`src/rtl/strSeqPkg.sv`:
```
package strSeqPkg;
  localparam int BYTE_W = 8;
  localparam int ACC_W  = 2 * BYTE_W;

  typedef enum logic [2:0] {
    OP_MOVE  = 3'd0,
    OP_LOAD  = 3'd1,
    OP_STORE = 3'd2,
    OP_CMP   = 3'd3,
    OP_SCAN  = 3'd4
  } opKind_t;

  typedef enum logic [1:0] {
    RP_ONCE     = 2'd0,
    RP_COUNT    = 2'd1,
    RP_WHILE_EQ = 2'd2,
    RP_WHILE_NE = 2'd3
  } repKind_t;

  // strobes from control to datapath
  typedef struct packed {
    logic capture;   // latch the caller's operands
    logic cxDec;     // count down by one
    logic srcLatch;  // store memRdata into source buffer
    logic dstLatch;  // store memRdata into destination buffer
    logic useDst;    // address uses destination segment and offset
    logic byteHi;    // access targets the high byte of a word
    logic advance;   // element finished: step offsets, update acc/zf
  } ctrlStrobe_t;
endpackage

```
`src/rtl/strSeqPath.sv`:
```
module strSeqPath
  import strSeqPkg::*;
#(
  parameter int OFS_W     = 16,
  parameter int SEG_SHIFT = 4
) (
  input  logic                        clk,
  input  logic                        rstN,
  input  ctrlStrobe_t                 ctl,
  input  opKind_t                     opIn,
  input  repKind_t                    repIn,
  input  logic                        wordIn,
  input  logic                        dirIn,
  input  logic [OFS_W-1:0]            siIn,
  input  logic [OFS_W-1:0]            diIn,
  input  logic [OFS_W-1:0]            cxIn,
  input  logic [OFS_W-1:0]            dsIn,
  input  logic [OFS_W-1:0]            esIn,
  input  logic [ACC_W-1:0]            accIn,
  input  logic                        zfIn,
  input  logic [BYTE_W-1:0]           memRdata,
  output logic [OFS_W+SEG_SHIFT-1:0]  memAddr,
  output logic [BYTE_W-1:0]           memWdata,
  output logic [OFS_W-1:0]            siOut,
  output logic [OFS_W-1:0]            diOut,
  output logic [OFS_W-1:0]            cxOut,
  output logic [ACC_W-1:0]            accOut,
  output logic                        zfOut,
  output opKind_t                     opCur,
  output repKind_t                    repCur,
  output logic                        wordCur,
  output logic                        cxZero,
  output logic                        elemEq
);
  localparam int PHYS_W = OFS_W + SEG_SHIFT;

  logic [OFS_W-1:0] siR, diR, cxR, dsR, esR;
  logic [ACC_W-1:0] accR, srcBuf, dstBuf;
  logic             zfR, dirR, wordR;
  opKind_t          opR;
  repKind_t         repR;

  logic [OFS_W-1:0] stepAmt, siNext, diNext, ofs, seg;
  logic [ACC_W-1:0] cmpRef;

  assign stepAmt = wordR ? OFS_W'(2) : OFS_W'(1);
  assign siNext  = dirR ? siR - stepAmt : siR + stepAmt;
  assign diNext  = dirR ? diR - stepAmt : diR + stepAmt;

  assign cmpRef = (opR == OP_SCAN) ? accR : srcBuf;
  assign elemEq = wordR ? (cmpRef == dstBuf)
                        : (cmpRef[BYTE_W-1:0] == dstBuf[BYTE_W-1:0]);
  assign cxZero = (cxR == '0);

  assign ofs     = (ctl.useDst ? diR : siR) + OFS_W'(ctl.byteHi);
  assign seg     = ctl.useDst ? esR : dsR;
  assign memAddr = {seg, {SEG_SHIFT{1'b0}}} + {{SEG_SHIFT{1'b0}}, ofs};

  always_comb begin
    if (opR == OP_MOVE)
      memWdata = ctl.byteHi ? srcBuf[ACC_W-1:BYTE_W] : srcBuf[BYTE_W-1:0];
    else
      memWdata = ctl.byteHi ? accR[ACC_W-1:BYTE_W] : accR[BYTE_W-1:0];
  end

  always_ff @(posedge clk or negedge rstN) begin
    if (!rstN) begin
      siR <= '0; diR <= '0; cxR <= '0; dsR <= '0; esR <= '0;
      accR <= '0; srcBuf <= '0; dstBuf <= '0;
      zfR <= 1'b0; dirR <= 1'b0; wordR <= 1'b0;
      opR <= OP_MOVE; repR <= RP_ONCE;
    end else if (ctl.capture) begin
      siR <= siIn; diR <= diIn; cxR <= cxIn; dsR <= dsIn; esR <= esIn;
      accR <= accIn; zfR <= zfIn; dirR <= dirIn; wordR <= wordIn;
      opR <= opIn; repR <= repIn;
    end else begin
      if (ctl.cxDec) cxR <= cxR - OFS_W'(1);
      if (ctl.srcLatch) begin
        if (ctl.byteHi) srcBuf[ACC_W-1:BYTE_W] <= memRdata;
        else            srcBuf[BYTE_W-1:0]     <= memRdata;
      end
      if (ctl.dstLatch) begin
        if (ctl.byteHi) dstBuf[ACC_W-1:BYTE_W] <= memRdata;
        else            dstBuf[BYTE_W-1:0]     <= memRdata;
      end
      if (ctl.advance) begin
        unique case (opR)
          OP_MOVE:  begin siR <= siNext; diR <= diNext; end
          OP_LOAD:  begin
            siR <= siNext;
            if (wordR) accR <= srcBuf;
            else       accR[BYTE_W-1:0] <= srcBuf[BYTE_W-1:0];
          end
          OP_STORE: diR <= diNext;
          OP_CMP:   begin siR <= siNext; diR <= diNext; zfR <= elemEq; end
          OP_SCAN:  begin diR <= diNext; zfR <= elemEq; end
          default:  ;
        endcase
      end
    end
  end

  assign siOut   = siR;
  assign diOut   = diR;
  assign cxOut   = cxR;
  assign accOut  = accR;
  assign zfOut   = zfR;
  assign opCur   = opR;
  assign repCur  = repR;
  assign wordCur = wordR;
endmodule

```
`src/rtl/strSeqCtrl.sv`:
```
module strSeqCtrl
  import strSeqPkg::*;
(
  input  logic        clk,
  input  logic        rstN,
  input  logic        start,
  input  opKind_t     opCur,
  input  repKind_t    repCur,
  input  logic        wordCur,
  input  logic        cxZero,
  input  logic        elemEq,
  input  logic        memReady,
  output ctrlStrobe_t ctl,
  output logic        memReq,
  output logic        memWe,
  output logic        busy,
  output logic        done
);
  typedef enum logic [2:0] {
    ST_IDLE, ST_CHECK, ST_SRC, ST_DRD, ST_WR, ST_STEP, ST_DONE
  } state_t;

  state_t st, stNext;
  logic   hiR, hiNext;
  logic   lastByte, condStop;

  assign lastByte = !wordCur || hiR;
  assign condStop = ((opCur == OP_CMP) || (opCur == OP_SCAN)) &&
                    (((repCur == RP_WHILE_EQ) && !elemEq) ||
                     ((repCur == RP_WHILE_NE) &&  elemEq));

  always_comb begin
    ctl    = '0;
    memReq = 1'b0;
    memWe  = 1'b0;
    done   = 1'b0;
    stNext = st;
    hiNext = hiR;
    unique case (st)
      ST_IDLE: if (start) begin
        ctl.capture = 1'b1;
        stNext      = ST_CHECK;
      end
      ST_CHECK: begin
        if (repCur != RP_ONCE && cxZero) begin
          stNext = ST_DONE;
        end else begin
          ctl.cxDec = (repCur != RP_ONCE);
          hiNext    = 1'b0;
          unique case (opCur)
            OP_MOVE, OP_LOAD, OP_CMP: stNext = ST_SRC;
            OP_STORE:                 stNext = ST_WR;
            OP_SCAN:                  stNext = ST_DRD;
            default:                  stNext = ST_STEP;
          endcase
        end
      end
      ST_SRC: begin
        memReq     = 1'b1;
        ctl.byteHi = hiR;
        if (memReady) begin
          ctl.srcLatch = 1'b1;
          hiNext       = !lastByte;
          if (lastByte)
            stNext = (opCur == OP_MOVE) ? ST_WR :
                     (opCur == OP_CMP)  ? ST_DRD : ST_STEP;
        end
      end
      ST_DRD: begin
        memReq     = 1'b1;
        ctl.useDst = 1'b1;
        ctl.byteHi = hiR;
        if (memReady) begin
          ctl.dstLatch = 1'b1;
          hiNext       = !lastByte;
          if (lastByte) stNext = ST_STEP;
        end
      end
      ST_WR: begin
        memReq     = 1'b1;
        memWe      = 1'b1;
        ctl.useDst = 1'b1;
        ctl.byteHi = hiR;
        if (memReady) begin
          hiNext = !lastByte;
          if (lastByte) stNext = ST_STEP;
        end
      end
      ST_STEP: begin
        ctl.advance = 1'b1;
        stNext = (repCur == RP_ONCE || condStop) ? ST_DONE : ST_CHECK;
      end
      ST_DONE: begin
        done   = 1'b1;
        stNext = ST_IDLE;
      end
      default: stNext = ST_IDLE;
    endcase
  end

  always_ff @(posedge clk or negedge rstN) begin
    if (!rstN) begin
      st  <= ST_IDLE;
      hiR <= 1'b0;
    end else begin
      st  <= stNext;
      hiR <= hiNext;
    end
  end

  assign busy = (st != ST_IDLE);
endmodule

```
`src/rtl/strRepSeq.sv`:
```
module strRepSeq
  import strSeqPkg::*;
#(
  parameter int OFS_W     = 16,
  parameter int SEG_SHIFT = 4
) (
  input  logic                       clk,
  input  logic                       rstN,
  input  logic                       start,
  input  logic [2:0]                 opSel,
  input  logic [1:0]                 repSel,
  input  logic                       wordMode,
  input  logic                       dirFlag,
  input  logic [OFS_W-1:0]           siIn,
  input  logic [OFS_W-1:0]           diIn,
  input  logic [OFS_W-1:0]           cxIn,
  input  logic [OFS_W-1:0]           dsIn,
  input  logic [OFS_W-1:0]           esIn,
  input  logic [15:0]                accIn,
  input  logic                       zfIn,
  output logic                       memReq,
  output logic                       memWe,
  output logic [OFS_W+SEG_SHIFT-1:0] memAddr,
  output logic [7:0]                 memWdata,
  input  logic [7:0]                 memRdata,
  input  logic                       memReady,
  output logic [OFS_W-1:0]           siOut,
  output logic [OFS_W-1:0]           diOut,
  output logic [OFS_W-1:0]           cxOut,
  output logic [15:0]                accOut,
  output logic                       zfOut,
  output logic                       busy,
  output logic                       done
);
  ctrlStrobe_t ctl;
  opKind_t     opCur;
  repKind_t    repCur;
  logic        wordCur, cxZero, elemEq;

  strSeqPath #(.OFS_W(OFS_W), .SEG_SHIFT(SEG_SHIFT)) path (
    .clk(clk), .rstN(rstN), .ctl(ctl),
    .opIn(opKind_t'(opSel)), .repIn(repKind_t'(repSel)),
    .wordIn(wordMode), .dirIn(dirFlag),
    .siIn(siIn), .diIn(diIn), .cxIn(cxIn), .dsIn(dsIn), .esIn(esIn),
    .accIn(accIn), .zfIn(zfIn), .memRdata(memRdata),
    .memAddr(memAddr), .memWdata(memWdata),
    .siOut(siOut), .diOut(diOut), .cxOut(cxOut), .accOut(accOut), .zfOut(zfOut),
    .opCur(opCur), .repCur(repCur), .wordCur(wordCur),
    .cxZero(cxZero), .elemEq(elemEq)
  );

  strSeqCtrl ctrl (
    .clk(clk), .rstN(rstN), .start(start),
    .opCur(opCur), .repCur(repCur), .wordCur(wordCur),
    .cxZero(cxZero), .elemEq(elemEq), .memReady(memReady),
    .ctl(ctl), .memReq(memReq), .memWe(memWe), .busy(busy), .done(done)
  );
endmodule

```
`config.mk`:
```
export PLATFORM = sky130hd
export DESIGN_NAME = strRepSeq
export DESIGN_NICKNAME = d
export VERILOG_FILES = /design/src/rtl/strSeqPkg.sv /design/src/rtl/strSeqPath.sv /design/src/rtl/strSeqCtrl.sv /design/src/rtl/strRepSeq.sv
export SDC_FILE = /design/constraint.sdc
export NUM_CORES = 1
export LEC_CHECK = 0
export ABC_AREA = 1
export BUFFER_PORTS_ARGS = -buffer_cell sky130_fd_sc_hd__buf_2
export CORE_MARGIN = 5
export CORE_UTILIZATION = 53
export CTS_CLUSTER_DIAMETER = 50
export CTS_CLUSTER_SIZE = 12
export DETAILED_ROUTE_END_ITERATION = 8
export PLACE_DENSITY = 0.84
export SYNTH_ARGS = -nofsm -noshare
export SYNTH_HDL_FRONTEND = slang
export SYNTH_SLANG_ARGS = --single-unit
export TNS_END_PERCENT = 30
```
`constraint.sdc`:
```
create_clock -name clk -period 13.2 [get_ports clk]
set_input_delay 1.98 -clock clk [delete_from_list [all_inputs] [get_ports clk]]
set_output_delay 1.98 -clock clk [all_outputs]
set_load 0.02 [all_outputs]
```
# After elaboration in Yosys (flattened, before gate mapping)
# Index checks and enable logic that the tools add are counted.
# word_totals
ff_bits	140
in_bits	116
out_inout_bits	97
word_cells	141
# op_classes
add_sub_neg	7
eq_ne	21
mux	52
bitwise_logic	2
reduce_logical	41
# ops
op	n
$mux W16	16
$add A16 B16 Y16	2
$mux W8	4
$sub A16 B16 Y16	2
$mux W3	9
$add A20 B16 Y20	1
$mux W1	19
$reduce_and A3 Y1	6
$reduce_bool A2 Y1	9
$add A16 B1 Y16	1
$eq A16 B16 Y1	1
$logic_not A16 Y1	1
$sub A16 B1 Y16 const B	1
$pmux W3 S5	1
$eq A3 B2 Y1 const B	4
$eq A3 B3 Y1 const B	4
$pmux W3 S3	1
$eq A8 B8 Y1	1
$ne A2 B1 Y1 const B	4
$reduce_and A2 Y1	4
$eq A3 B1 Y1 const B	2
$logic_not A3 Y1	2
$ne A2 B2 Y1 const B	3
$reduce_or A3 Y1	2
other kinds (12)	23

# Longest topological paths before layout
# Gate-level depths: netlist of the first run.
# depth
depth_word	11
ltp_mapped	26
depth_no_buf	22

# Hierarchy
# A second synthesis of the first run with hierarchy kept.
# unflattened
cells_unflattened	1422
area_unflattened_um2	9997.1
# by_module_without_submodules
mod	n_inst	cells_per_inst	area_per_inst_um2
strSeqPath	1	1328	9440.3
strSeqCtrl	1	94	556.8

# Least setup slack after synthesis of the first run
# Ideal clock, no wire load.
# synth_timing
path_type	reg-to-output
start	register ctrl.st[1]
end	output port memAddr[18]
arrival_ns	4.255
required_time_ns	11.220
slack_ns	6.965
stages_incl_launch_ff	25
cell_sequence	dfrtp_1 > nor2_1 > nand2_2 > nand2_4 > buf_6 > buf_6 > buf_4 > buf_2 > o21ai_0 > ha_1 > ha_1 > inv_1 > nor2_1 > xnor2_1 > inv_1 > ha_1 > inv_1 > fa_1 > o21ai_0 > a21oi_1 > o21ai_0 > a21oi_1 > o21ai_0 > nand3_1 > xnor2_1
# synth_between
elab_chain_len	6
# synth_lines
element	line_no	text
start: declaration	strSeqCtrl.sv:23	state_t st, stNext;
start signal: assignment	strSeqCtrl.sv:106	st <= stNext;
$eq A3 B3 Y1 / $eq A3 B2 Y1 (equally long branches)	strSeqCtrl.sv:39	unique case (st)
$reduce_or A2 Y1 (no source line)	n/a	
$mux W1	strSeqCtrl.sv:39	
$mux W16	strSeqPath.sv:55	assign ofs = (ctl.useDst ? diR : siR) + OFS_W'(ctl.byteHi);
$add A16 B1 Y16	strSeqPath.sv:55	
$add A20 B16 Y20 *	strSeqPath.sv:57	assign memAddr = {seg, {SEG_SHIFT{1'b0}}} + {{SEG_SHIFT{1'b0}}, ofs};
end: declaration	strRepSeq.sv:23	output logic [OFS_W+SEG_SHIFT-1:0] memAddr,
# Mark *: on every way between the ends. The rest lies on a longest branch, timed or not.

# Worst setup path after layout of the first run
# Ends and elaborated chain as after synthesis.

==> qor.csv, run 1 <==
metric,value,unit
ranking of synthesized cells by area,"dfrtp_1 36%, nand2_1 16%, o21ai_0 7.6%",
# resized after CTS,0,
Clock transition at path regs,60,ps
setup_tns,0,ps
share of layout cells above drive strength 1,0.179,
Post-route DRC,0,
antenna-violating nets left,0,
Row Count,49,
Netlist cell types,44,
hold crit path type,reg2reg,
family with the most delay on the worst path,simple AND/OR/NAND/NOR gates,
most frequent cells in the layout,"422 x nand2_1, 211 x buf_2, 153 x inv_1, 148 x o21ai_0, 140 x dfrtp_1",
area share of xor/xnor cells in the synthesized design,0.0469,
Initial Util,0.538,
largest family of logic cells by synthesized area,simple AND/OR/NAND/NOR gates,
port bufs,212,
gr usage total,0.264,
register area share after synthesis,0.361,
Pre-Repair DR Iteration Count,6,
GRT Residual Overflow,0,
"area leader, netlist",dfrtp_1,
final cycle utilization of the critical path,0.543,
Tmin final,7160,ps
post-route cell area,0.0115,mm²
post-CTS setup buffer count,0,
Worst Setup End Kind,output port,
outcome,finished clean,
initial antenna violation count,3,
core area,0.0180,mm²
final hold violation count,0,
Yosys top cell area share,0.361,
Clock Skews,7.02,ps
CTS sink count,140,
f_max,140,MHz
Worst Tran Pin Value,1130,ps
Final Max Tran Viols,0,
worst-path maximum fanout,51,
"Setup violations, final",0,
Synth Area in Simple Gates,0.270,
Worst EP required,11220,ps
Synth Instances,1372,
"Cell Area, Synth",0.00971,mm²
Adder-Cell Fraction of Synth Area,0.0642,
die area,0.0211,mm²
RSZ-0062 raised after global routing,no,
drt wl/cell,15.8,µm
Yosys warning count,0,
global-route wire length before repair,46400,µm
GPL Wtd Cong,0.959,
vias,10000,
syn nets,1536,
Final nets,1725,
Die Span Y,145,µm
Synth Register Bits,140,
largest net degree at the start of global routing,92,
hold_buf cts,0,
CTS H-tree lvls,4,
MaxCap Viol Count,0,
most frequent CP cell,nor2_1,
vias per cell,5.55,
CTS tree,yes,
Die Wd,145,µm
Placed Area,0.0109,mm²
crit-path max cell delay,440,ps
mux cell area share after synthesis,0,
# IOs,213,
Mean Syn Cell Area,7.07,µm²
clock latency on the worst-skew pair,430,ps
Longest Clk Path Bufs,2,
Fillers,1593,
crit-path cells,nor2_1 > nand2_2 > nand2_4 > nor2_1 > nor2_1 > ha_1 > ha_1 > inv_1 > nor2_1 > xnor2_1 > inv_1 > ha_1 > inv_1 > fa_1 > o21ai_0 > a21oi_1 > o21ai_0 > a21oi_1 > o21ai_0 > nand3_1 > xnor2_1 > buf_2,
vias in the first global route,9432,
WP buf/inv,4,
HPWL after detailed placement,21100,µm
CTS buffer count,17,
Setup crit start kind,flip-flop,
WP data arrival,5180,ps
clock root cell,clkbuf_16,
Synth Area in Compound Gates,0.176,
Layout area overhead,18.2,%
total wire length,28500,µm
Slew HR,0.246,
CP max-delay cell,dfrtp_1,
"most common cell after layout, fill and taps aside",nand2_1,
initial detailed-routing violation count,799,
final core utilization,0.636,
critical path class,reg2out,
path summary, 6_finish.rpt:
path	startpoint	endpoint	slack, ps	cells past startpoint
min reg2reg	path.dsR[15]$_DFFE_PN0P_	path.dsR[15]$_DFFE_PN0P_	470	2
min	path.dsR[15]$_DFFE_PN0P_	path.dsR[15]$_DFFE_PN0P_	470	2
max	ctrl.st[1]$_DFFE_PN0P_	memAddr[18]	6040	22
min in group asynchronous	rstN	path.diOut[8]$_DFFE_PN0P_	1540	1
max in group asynchronous	rstN	path.repCur[1]$_DFFE_PN0P_	10220	2
max reg2reg	path.dirR$_DFFE_PN0P_	path.siOut[11]$_DFFE_PN0P_	9750	12
metal layers:
layer	share of wire	wire length, µm	global-route usage	up-vias
met1	0.40	11300	0.334	4603
met2	0.48	13600	0.435	441
met3	0.089	2540	0.0636	83
met5	0.00046	13	0	-
li1	-	-	-	4883
met4	0.038	1090	0.110	2
registers in the layout (all words and copies together) (netlist names), 3 cells and up:
register / cells
path.accOut: 16
path.cxOut: 16
path.diOut: 16
path.dsR: 16
path.dstBuf: 16
path.esR: 16
path.siOut: 16
path.srcBuf: 16
ctrl.st: 3
path.opCur: 3
kinds of logic (layout without fill, tap and decap cells):
logic type      Yosys count  count (layout)
compound gates          300             300
xor+xnor                 52              52
fa+ha+maj                48              48
buf+inv                 202             403
flops                   140             140
other cells               0               2
simple gates            630             630
cells in the mapped netlist (all sizes together):
cell and instances:
clkbuf 23, nand4 5, nor2 91, inv 155, nand2 429, o21bai 5
a21boi 2, a21oi 70, buf 24, ha 45, nand3b 11, a211oi 2
nand3 67, a21o 5, or2 5, o311ai 1, a31o 1, xnor2 20
nor4 6, a41oi 1, o22ai 3, xor2 32, o21ai 161, nor3 14
o31ai 2, o211ai 27, o221ai 9, dfrtp 140, nor3b 2, a31oi 10
fa 3, a22o 1
through the flow:
stage	hold WS, ps	setup slack, ps	instances
2_1_floorplan	434	6960	1372
3_3_place_gp	453	6730	1771
3_5_place_dp	459	6470	1771
4_1_cts	473	6000	1802
5_1_grt	483	5490	1804
6_report	470	6040	1804
layout make-up:
| cell class | instances | area [µm²] | area share |
|---|---|---|---|
| inverters | 155 | 582 | 0.0507 |
| diodes | 2 | 5.00 | 0.000436 |
| flip-flops and latches | 140 | 3500 | 0.305 |
| multi-input cells | 1030 | 5420 | 0.472 |
| clock inverters | 14 | 146 | 0.0128 |
| clock buffers | 17 | 425 | 0.0371 |
| well taps | 229 | 287 | 0.0250 |
| repair buffers | 217 | 1100 | 0.0963 |
worst min-delay path, delay by kind of cell, from the launching register on:
kind | cells | cell delay (ps)
DFF | 1 | 340
and+or+nand+nor | 2 | 100
Power of run 1 is left out: the tool's default activity adds up to more than one toggle a clock period on the data nets, which glitch-free logic cannot reach.
==> run 2: changes to the inputs <==
==> constraint.sdc (replaced) <==
create_clock -name clk -period 6.7 [get_ports clk]
set_input_delay 1.005 -clock clk [delete_from_list [all_inputs] [get_ports clk]]
set_output_delay 1.005 -clock clk [all_outputs]
set_load 0.02 [all_outputs]
==> run 2 against run 1 <==
  * Clock-buffer cell count did not move
  * Worst setup slack lost 5400 ps
  * Cell area up 0.41%
  * Sequential share of layout area shrank 0.13 points
  * Non-clock buffer count shrank 1
  * Die area unchanged
  * Hold slack barely moved
  * Via count is 0.14% higher
==> qor.csv, run 2 (same netlist as run 1, synthesis figures left out) <==
metric,value,unit,change
post-CTS setup buffer count,0,,unchanged
Clock transition at path regs,60,ps,about the same
setup_tns,0,ps,unchanged
family with the most delay on the worst path,simple AND/OR/NAND/NOR gates,,
port bufs,212,,unchanged
WP data arrival,5090,ps,-90 ps
Slew HR,0.253,,+0.00725
vias,10000,,+0.14%
CTS buffer count,17,,unchanged
initial antenna violation count,2,,-1
critical path class,reg2out,,
CTS tree,yes,,
"Setup violations, final",0,,unchanged
met3 Usage GRT,0.0552,,-0.00842
Worst Tran Pin Value,1120,ps,-10.9 ps
crit-path cells,nor2_1 > nand2_2 > nand2_8 > nor2_1 > nor2_1 > ha_1 > ha_1 > inv_1 > nor2_1 > xnor2_1 > inv_1 > ha_1 > inv_1 > fa_1 > o21ai_0 > a21oi_1 > o21ai_0 > a21oi_1 > o21ai_0 > nand3_1 > xnor2_1 > buf_2,,
"most common cell after layout, fill and taps aside",nand2_1,,
final cycle utilization of the critical path,0.909,,
CTS sink count,140,,unchanged
Fillers,1609,,+1.0%
vias per cell,5.56,,+0.25%
vias in the first global route,9657,,+2.4%
Placed Area,0.0109,mm²,about the same
clock latency on the worst-skew pair,420,ps,about the same
Row Count,49,,unchanged
Final nets,1724,,-0.058%
Post-route DRC,0,,unchanged
final core utilization,0.639,,+0.00264
global-route wire length before repair,47400,µm,+2.1%
Setup crit start kind,flip-flop,,
most frequent CP cell,nor2_1,,
core area,0.0180,mm²,unchanged
total wire length,29000,µm,+1.8%
Initial Util,0.538,,unchanged
largest net degree at the start of global routing,92,,unchanged
M2 GR Usage,0.466,,+0.0318
GPL Wtd Cong,0.960,,+0.13%
worst-path maximum fanout,51,,unchanged
Worst Setup End Kind,output port,,
Pre-Repair DR Iteration Count,6,,unchanged
die area,0.0211,mm²,unchanged
f_max,164,MHz,
Layout area overhead,18.7,%,
outcome,finished clean,,
Worst EP required,5690,ps,-5530 ps
hold_buf cts,0,,unchanged
GRT met1 Usage,0.334,,-0.000664
Clock Skews,9.33,ps,+2.31 ps
Tmin final,6090,ps,
drt wl/cell,16.1,µm,+1.9%
post-route cell area,0.0115,mm²,+0.41%
WP buf/inv,4,,unchanged
RSZ-0062 raised after global routing,no,,
CTS H-tree lvls,4,,unchanged
Final Max Tran Viols,0,,unchanged
share of layout cells above drive strength 1,0.179,,-0.000522
CP max-delay cell,dfrtp_1,,
hold crit path type,reg2reg,,
Die Span Y,145,µm,unchanged
layer carrying the most global-route usage,met2,,
Die Wd,145,µm,unchanged
crit-path max cell delay,450,ps,about the same
final hold violation count,0,,unchanged
GRT Residual Overflow,0,,unchanged
clock root cell,clkbuf_16,,
MaxCap Viol Count,0,,unchanged
gr usage total,0.268,,+0.00372
most frequent cells in the layout,"422 x nand2_1, 211 x buf_2, 153 x inv_1, 148 x o21ai_0, 140 x dfrtp_1",,
initial detailed-routing violation count,810,,+1.4%
worst hold slack,471,ps,+0.402 ps
Longest Clk Path Bufs,2,,unchanged
antenna-violating nets left,0,,unchanged
HPWL after detailed placement,21300,µm,+1.2%
# IOs,213,,unchanged
==> run 2: changes by cell type in the layout (fill, tap and decap cells not counted), sizes merged <==
cell      before  now
clkinv         6    7
clkinvlp       3    1
bufinv         2    4
diode          2    1
inv          158  157
buf          217  216
==> run 2: path summary, 6_finish.rpt <==
path                       slack, ps                          to                     from  depth (start not counted)
max                              610                 memAddr[18]   ctrl.st[1]$_DFFE_PN0P_                         22
min                              470     path.dsR[0]$_DFFE_PN0P_  path.dsR[0]$_DFFE_PN0P_                          2
max reg2reg                     3160  path.siOut[11]$_DFFE_PN0P_    path.dirR$_DFFE_PN0P_                         12
min reg2reg                      470     path.dsR[0]$_DFFE_PN0P_  path.dsR[0]$_DFFE_PN0P_                          2
max in group asynchronous       4830   path.cxOut[3]$_DFFE_PN0P_                     rstN                          2
min in group asynchronous        590   path.diOut[8]$_DFFE_PN0P_                     rstN                          1
==> run 2: what timing repair did <==
item                       in CTS  in global routing
hold endpoints to repair        0                  0
resized for setup               0                  1
setup endpoints to repair       0                  2
==> run 2: area by class of cell <==
| cell class | count | area, µm² | share of cell area |
|---|---|---|---|
| clock inverter | 14 | 195 | 0.0169 |
| clock buffer | 17 | 425 | 0.0369 |
| antenna | 1 | 2.50 | 0.000217 |
| tap | 229 | 287 | 0.0249 |
| timing repair buffer | 216 | 1100 | 0.0953 |
| sequential | 140 | 3500 | 0.304 |
| inverter | 155 | 582 | 0.0505 |
| multi-input combinational | 1030 | 5420 | 0.471 |
==> run 2: metal layers <==
layer,vias to the layer above,wire length (µm)
met1,4684,11800
met4,2,741
li1,4873,-
met3,67,2150
met5,-,20
met2,400,14300
==> run 2: through the flow <==
stage	cells	setup slack, ps
2_1_floorplan	1372	1440
6_report	1802	609
4_1_cts	1801	466
5_1_grt	1802	132
3_3_place_gp	1770	1210
3_5_place_dp	1770	929
==> run 2: worst min-delay path, cell delays in order (launching register included) <==
cell and delay, ps:
dfrtp_1 340, nand2_1 50, nand2_1 50
Power of run 2 is left out for the same reason.
